--- src/rtl/spi_port.sv ---
module spi_port #(
  parameter int DW = 8
) (
  input  logic          clk,
  input  logic          rst_n,
  input  logic          clk_en,
  input  logic          en,
  input  logic          is_master,
  input  logic          cpol,
  input  logic          cke,
  input  logic          smp,
  input  logic [1:0]    div_sel,
  input  logic          wr_en,
  input  logic [DW-1:0] wr_data,
  input  logic          rd_en,
  output logic [DW-1:0] rd_data,
  input  logic          clr_flags,
  output logic          buf_full,
  output logic          wcol,
  output logic          rxov,
  output logic          irq,
  output logic          sck_out,
  input  logic          sck_in,
  output logic          sdo,
  input  logic          sdi
);
  localparam int CW = $clog2(2*DW);
  localparam int BW = $clog2(DW);

  logic          busy;
  logic [4:0]    cnt;
  logic [CW-1:0] hcnt;
  logic [BW-1:0] scnt;
  logic [DW-1:0] shreg, rxbuf;
  logic          rxbit;
  logic [2:0]    sck_q;
  logic [1:0]    sdi_q;

  logic [4:0] half_lim;
  assign half_lim = (div_sel == 2'd0) ? 5'd1 : (div_sel == 2'd1) ? 5'd7 : 5'd31;

  logic tick, m_sample, m_shift, m_fin, m_in;
  assign tick     = en & is_master & busy & clk_en & (cnt == half_lim);
  assign m_sample = tick & ~hcnt[0] & ~smp;
  assign m_shift  = tick & hcnt[0];
  assign m_fin    = m_shift & (hcnt == CW'(2*DW-1));
  assign m_in     = smp ? sdi : rxbit;

  logic s_on, s_act, s_prev, lead, trail, s_last, s_sample, s_shift, s_fin, s_in;
  assign s_on     = en & ~is_master;
  assign s_act    = sck_q[1] ^ cpol;
  assign s_prev   = sck_q[2] ^ cpol;
  assign lead     = s_act & ~s_prev;
  assign trail    = ~s_act & s_prev;
  assign s_last   = (scnt == BW'(DW-1));
  assign s_sample = s_on & (cke ? lead : (trail & ~s_last));
  assign s_shift  = s_on & (cke ? trail : ((lead & (scnt != '0)) | (trail & s_last)));
  assign s_fin    = s_on & trail & s_last;
  assign s_in     = (cke | ~trail) ? rxbit : sdi_q[1];

  logic do_shift, in_bit, fin, do_sample, samp_bit, xfer_busy, wr_go, wr_col, keep_old;
  logic [DW-1:0] next_byte;
  assign do_shift  = m_shift | s_shift;
  assign in_bit    = m_shift ? m_in : s_in;
  assign fin       = m_fin | s_fin;
  assign do_sample = m_sample | s_sample;
  assign samp_bit  = m_sample ? sdi : sdi_q[1];
  assign next_byte = {shreg[DW-2:0], in_bit};
  assign xfer_busy = is_master ? busy : (scnt != '0);
  assign wr_go     = en & wr_en & ~xfer_busy;
  assign wr_col    = en & wr_en & xfer_busy;
  assign keep_old  = buf_full & ~rd_en;

  always_ff @(posedge clk or negedge rst_n) begin
    if (!rst_n) begin
      sck_q <= '0;
      sdi_q <= '0;
      shreg <= '0;
      rxbit <= 1'b0;
      rxbuf <= '0;
    end else begin
      sck_q <= {sck_q[1:0], sck_in};
      sdi_q <= {sdi_q[0], sdi};
      if (wr_go)         shreg <= wr_data;
      else if (do_shift) shreg <= next_byte;
      if (do_sample)     rxbit <= samp_bit;
      if (fin && !keep_old) rxbuf <= next_byte;
    end
  end

  always_ff @(posedge clk or negedge rst_n) begin
    if (!rst_n) begin
      busy <= 1'b0;
      cnt  <= '0;
      hcnt <= '0;
    end else if (!en || !is_master) begin
      busy <= 1'b0;
      cnt  <= '0;
      hcnt <= '0;
    end else if (wr_go) begin
      busy <= 1'b1;
      cnt  <= '0;
      hcnt <= '0;
    end else if (busy && clk_en) begin
      if (cnt == half_lim) begin
        cnt  <= '0;
        hcnt <= hcnt + 1'b1;
        if (m_fin) busy <= 1'b0;
      end else begin
        cnt <= cnt + 5'd1;
      end
    end
  end

  always_ff @(posedge clk or negedge rst_n) begin
    if (!rst_n)      scnt <= '0;
    else if (!s_on)  scnt <= '0;
    else if (trail)  scnt <= s_last ? '0 : scnt + 1'b1;
  end

  always_ff @(posedge clk or negedge rst_n) begin
    if (!rst_n) begin
      buf_full <= 1'b0;
      wcol     <= 1'b0;
      rxov     <= 1'b0;
      irq      <= 1'b0;
    end else begin
      buf_full <= fin | (buf_full & ~rd_en);
      wcol     <= wr_col | (wcol & ~clr_flags);
      rxov     <= (fin & keep_old) | (rxov & ~clr_flags);
      irq      <= fin | (irq & ~clr_flags);
    end
  end

  assign sck_out = (en & is_master & busy) ? (cpol ^ (cke ? hcnt[0] : ~hcnt[0])) : cpol;
  assign sdo     = shreg[DW-1];
  assign rd_data = rxbuf;
endmodule

--- config.mk ---
export PLATFORM = sky130hd
export DESIGN_NAME = spi_port
export DESIGN_NICKNAME = d
export VERILOG_FILES = /design/src/rtl/spi_port.sv
export SDC_FILE = /design/constraint.sdc
export NUM_CORES = 1
export LEC_CHECK = 0
export ABC_AREA = 1
export BUFFER_PORTS_ARGS = -buffer_cell sky130_fd_sc_hd__buf_2
export CAP_MARGIN = 20
export CORE_MARGIN = 2
export CORE_UTILIZATION = 55
export DETAILED_ROUTE_END_ITERATION = 7
export PLACE_DENSITY = 0.83
export SLEW_MARGIN = 40
export SYNTH_ARGS = -nofsm -noshare
export SYNTH_HDL_FRONTEND = slang
export SYNTH_SLANG_ARGS = --single-unit
export TNS_END_PERCENT = 50
--- constraint.sdc ---
create_clock -name clk -period 2 [get_ports clk]
set_clock_uncertainty 0.05 [all_clocks]
set_input_delay 0.1 -clock clk [delete_from_list [all_inputs] [get_ports clk]]
set_output_delay 0.1 -clock clk [all_outputs]
set_load 0.05 [all_outputs]
======== Yosys cells after proc, flatten, opt, wreduce, memory -nomap -nowiden ========
Index checks and enable logic that the tools add are counted.
cells by class
  add/sub/neg operators ................... 3
  reduce and logical (&&, ||, !) cells .... 14
  bitwise operators ....................... 48
  mux-type cells .......................... 29
  eq/ne operators ......................... 5
operator list
  kind                 number
  $mux 5               6
  $and 1x1->1          26
  $mux 4               4
  $mux 8               2
  $mux 1               14
  $reduce_bool 3->1    4
  $not 1->1            10
  $mux 3               3
  $or 1x1->1           9
  $add 5x1->5 const B  1
  $eq 5x5->1           1
  $add 4x1->4 const B  1
  $eq 4x4->1 const B   1
  $add 3x1->3 const B  1
  $eq 3x3->1 const B   1
  $logic_not 1->1      3
  $reduce_and 3->1     1
  $xor 1x1->1          3
  $eq 2x1->1 const B   1
  $logic_and 1x1->1    2
  $logic_not 2->1      1
  $ne 2x1->1 const B   1
  $reduce_and 2->1     1
  $reduce_bool 2->1    1
  $logic_or 1x1->1     1
storage, ports and cells
  bits of input ports ..................... 23
  flip-flop bits (word level) ............. 39
  output and inout bits ................... 14
  word-level logic and storage cells ...... 112

======== Longest topological paths before layout ========
  depth in word-level cells ............... 12
  mapped depth ............................ 11
  gate-level depth less buffers ........... 11

======== Least setup slack after synthesis ========
OpenSTA, ideal clock, no wires.
  path kind ............................... register to register
  from .................................... reg scnt[0]
  to ...................................... reg shreg[7]
  period minus slack after synthesis ...... 1.492 ns
  data required time ...................... 1.885 ns
  setup time .............................. 0.065 ns
  setup slack ............................. 0.508 ns
  path buffers ............................ 0
  arrival time ............................ 1.377 ns
  cell stages (with the launch flop) ...... 10
  cells stage by stage .................... dfrtp_1 -> ha_1 -> ha_1 -> nor2_1 -> nor2_1 -> nor2_4 -> nand3_4 -> inv_4 -> nand2_1 -> nand2_1
on the way
  word-level cells in the longest chain between the ends .. 7
  elaborated cells between the ends (all ways) .. 13
  classes of those cells .................. eq/ne (1); mux (3); bitwise (7); reduce/logical (2)
ends and longest elaborated chain
  what                                             RTL line    source
  from (decl)                                      33          logic [BW-1:0] scnt;
  from (signal assigned)                           118         else if (trail) scnt <= s_last ? '0 : scnt + 1'b1;
  $eq 3x3->1 or $reduce_bool 3->1 (tied branches)  55, 57, 69
  $and 1x1->1                                      57          assign s_shift = s_on & (cke ? trail : ((lead & (scnt != '0)) | (trail & s_last)));
  $or 1x1->1                                       57
  $mux 1                                           57
  $and 1x1->1                                      57
  $or 1x1->1                                       63          assign do_shift = m_shift | s_shift;
  $reduce_bool 2->1 (no source line)               -
  to (signal assigned)                             84          if (wr_go) shreg <= wr_data;
  to (signal assigned)                             85          else if (do_shift) shreg <= next_byte;
  to (decl)                                        34          logic [DW-1:0] shreg, rxbuf;
Several ways; a longest one is shown, not always the timed one.
A chain may end at the register's enable or synchronous reset.

======== Final worst setup path ========
  from .................................... reg hcnt[0]
  to ...................................... out sck_out
on the way
  word-level cells in the longest chain between the ends .. 4
ends and longest elaborated chain
  what                    RTL line  source
  from (decl)             32        logic [CW-1:0] hcnt;
  from (signal assigned)  107       hcnt <= hcnt + 1'b1;
  $not 1->1               135       assign sck_out = (en & is_master & busy) ? (cpol ^ (cke ? hcnt[0] : ~hcnt[0])) : cpol;
  $mux 1 (*)              135
  $xor 1x1->1 (*)         135
  $mux 1 (*)              135
  to (decl)               22        output logic sck_out,
Every way passes the cells marked *; elsewhere a longest branch is shown, timed or not.

==> summary.md <==
| Metric | Value |
|---|---|
| FP Rows | `22` |
| # DRC | `0` |
| Sw Share | `0.277` |
| Synth top area share | `0.456` |
| Most numerous cell on the critical path | `inv_1` |
| Clk sinks | `39` |
| Comb pwr share | `0.146` |
| Clk pwr share | `0.375` |
| Global route total overflow | `0` |
| Number of routed nets with antenna violations | `0` |
| H-tree depth | `2` |
| Worst rel slew slack | `0.670` |
| Worst path max stage delay | `roughly 490 ps` |
| Worst hold slack | `48.5 ps` |
| Crit path launch type | `flop` |
| Dominant cells by area after synthesis | `dfrtp_1 (46%), nand2_1 (19%), inv_1 (6.0%), nand3_1 (4.4%), o21ai_0 (3.5%)` |
| Net Count, Synth | `306` |
| Total GRT Usage | `0.231` |
| Io pins | `37` |
| Worst path top cell family by delay | `flip-flops` |
| Die width | `between 60 and 70 µm` |
| Critical path's slowest cell | `dfrtp_1` |
| Die Y | `~66 µm` |
| Number of synthesized register bits | `39` |
| Routed WL | `4.38 mm` |
| Final worst-path setup slack | `299 ps` |
| Avg WL per Cell | `between 10 and 15 µm` |
| Final worst-path cycle share | `0.850` |
| Sequential area share after synthesis | `0.456` |
| DR vias | `1,843` |
| Nets | `approximately 350` |
| Sequential Area | `approximately 980 µm²` |
| Yosys cell types | `25` |
| Run status | `finished clean` |
| Crit path cell chain | `inv_1, nand2_1, nand3_1, xor2_1, inv_1, buf_2` |
| Total of max-cap violations | `0` |
| # fillers | `between 300 and 400` |
| Unrepaired setup endpoints after global routing | `no` |
| Area growth from synthesis to layout | `18.2%` |
| Tmin final | `between 1500 and 2000 ps` |
| Worst setup EP type | `output port` |
| Hold Violations, Final | `0` |
| Setup TNS | `0 ps` |
| Peak fanout along the critical path | `8` |
| 1st-pass router iterations | `4` |
| Clk pin slew, worst setup/hold paths | `about 80 ps` |
| Leakage | `around 1.4 nW` |
| Synth warn | `0` |
| Drt via density | `around 4.9` |
| Clk buf depth | `2` |
| Worst slew pin tran | `a little under 500 ps` |
| Kind of critical path | `flop to output port` |
| Root buf cell | `clkbuf_8` |
| Synth area leader | `dfrtp_1` |
| Fin. max-slew vios | `0` |
| Buffers added on ports | `36` |
| Place WS | `337 ps` |
| Power per cell area | `about 730 nW/µm²` |
| First-pass GRT wire length | `around 7.5 mm` |
| Antenna cell count | `0` |
| Area of the multi-input gates | `995 µm²` |
| Min-Delay Path Class | `primary input to flop` |
| Skew-Pair Late Insertion Delay | `~300 ps` |
| CTS tree | `done` |
| P_sw | `between 0.0005 and 0.0006 W` |
| Initial core utilization | `0.580` |
| Peak Freq | `between 0.5 and 0.6 GHz` |
| Pint | `roughly 0.0013 W` |
| Core box area | `around 3700 µm²` |
| DR iter-0 viols | `approximately 150` |
| Cts bufs inserted | `5` |
| Peak supply drop | `around 500 µV` |
| Post-layout util | `0.686` |
| Final setup viols | `0` |
| Critical path arrival | `about 1600 ps` |
| Initial antenna violation count | `0` |
| Share of power burned in registers | `0.479` |
| WP buf/inv | `3` |
| Share of cells above drive strength 1 | `0.209` |
| DIE AREA | `4400 µm²` |
| RePlAce Congestion | `a little under 0.9` |
| Largest net degree at the start of global routing | `40` |
| Synthesized area | `~2100 µm²` |
| HPWL Detailed | `roughly 3.2 mm` |
| Cell count after synthesis | `around 280` |
| Vias in the first global route | `around 1,700` |
| Synthesized area per cell | `7.70 µm²` |
| Req. time, crit path | `roughly 1900 ps` |
[cell usage after synthesis (all sizes together)]
cell	instances
buf	1
nor2	20
dfrtp	39
nor3	1
xor2	5
o21ai	17
o22ai	1
o31ai	1
nand3	21
nand2	116
ha	5
inv	39
nand4	8
clkinv	1
a21oi	3
[tightest hold or removal path, cell delays in order]
cell	delay, ps
buf_2	90
nand2_1	40
nand2_1	60
inv_1	30
nand2_1	50
[metal layers]
metal,GRT usage,wire length (µm),vias up
li1,-,-,958
met1,0.311,2120,834
met2,0.356,2000,45
met3,0.0562,207,6
met4,0.0918,59,0
met5,0,0,-
[sequential cells by signal (all words and copies together) (netlist names)]
| register | count |
|---|---|
| rd_data | 8 |
| shreg | 8 |
| cnt | 5 |
| hcnt | 4 |
| sck_q | 3 |
| scnt | 3 |
| sdi_q | 2 |
| buf_full | 1 |
| busy | 1 |
| irq | 1 |
| rxbit | 1 |
| rxov | 1 |
| wcol | 1 |
[final timing paths]
path                       slack, ps        from        to  cells past startpoint
min                               50  wr_data[0]  shreg[0]                      5
min reg2reg                      310    sdi_q[0]  sdi_q[1]                      0
max in group asynchronous       1300       rst_n      rxov                      2
max reg2reg                      310     scnt[0]  shreg[6]                      9
max                              300     hcnt[0]   sck_out                      6
min in group asynchronous        260       rst_n    cnt[2]                      2
[cells in the final DEF (no fill, tap or decap), types with 2 or more instances in the layout]
cell type	Yosys	layout
a21oi_1	3	3
dfrtp_1	39	39
nand2_2	6	6
inv_2	4	4
nand2_1	108	108
nand4_1	7	7
nand3_4	2	2
ha_1	5	5
dlygate4sd3_1	0	4
inv_1	34	34
nor2_1	15	15
nand2_4	2	2
xor2_1	5	5
clkbuf_8	0	6
buf_2	0	35
nor2_4	3	3
nand3_1	19	19
nor2_2	2	2
o21ai_0	15	15
[repair_timing]
item | CTS | global route
hold buffers | 4 | 0
setup buffers | 0 | 0
endpoints found under the setup margin | 0 | 0
hold endpoints to repair | 44 | 0
resized for setup | 0 | 0
[layout make-up]
cell class,instances,share of cell area
multi-input cells,198,0.393
flip-flops and latches,39,0.386
repair buffers,40,0.0881
inverters,40,0.0623
clock buffers,6,0.0327
well taps,48,0.0238
clock inverters,2,0.0139
[power groups by stage]
| stage | registers, W | logic (W) | clock network, W |
|---|---|---|---|
| floorplan | 0.000912 | 0.000162 | 0 |
| global placement | 0.000900 | 0.000257 | 0 |
| detailed placement | 0.000900 | 0.000264 | 0 |
| CTS | 0.000886 | 0.000273 | 0.000696 |
| global route | 0.000894 | 0.000313 | 0.000726 |
| finish | 0.000887 | 0.000270 | 0.000694 |
[kinds of logic (layout without fill, tap and decap cells)]
group,after synthesis,count (layout),synth area share
buffers and inverters,41,88,0.0789
AOI/OAI and AO/OA,22,22,0.0602
xor gates and xnor gates,5,5,0.0205
adders and majority gates,5,5,0.0292
and+or+nand+nor,166,166,0.355
DFF,39,39,0.456
[metrics by stage]
step	power, W	std cells	instance area, µm²
global placement	0.00116	361	2370
global route	0.00193	373	2530
CTS	0.00186	373	2530
floorplan	0.00107	278	2140
finish	0.00185	373	2530
detailed placement	0.00116	361	2370
Power figures use the tool's default switching activity.
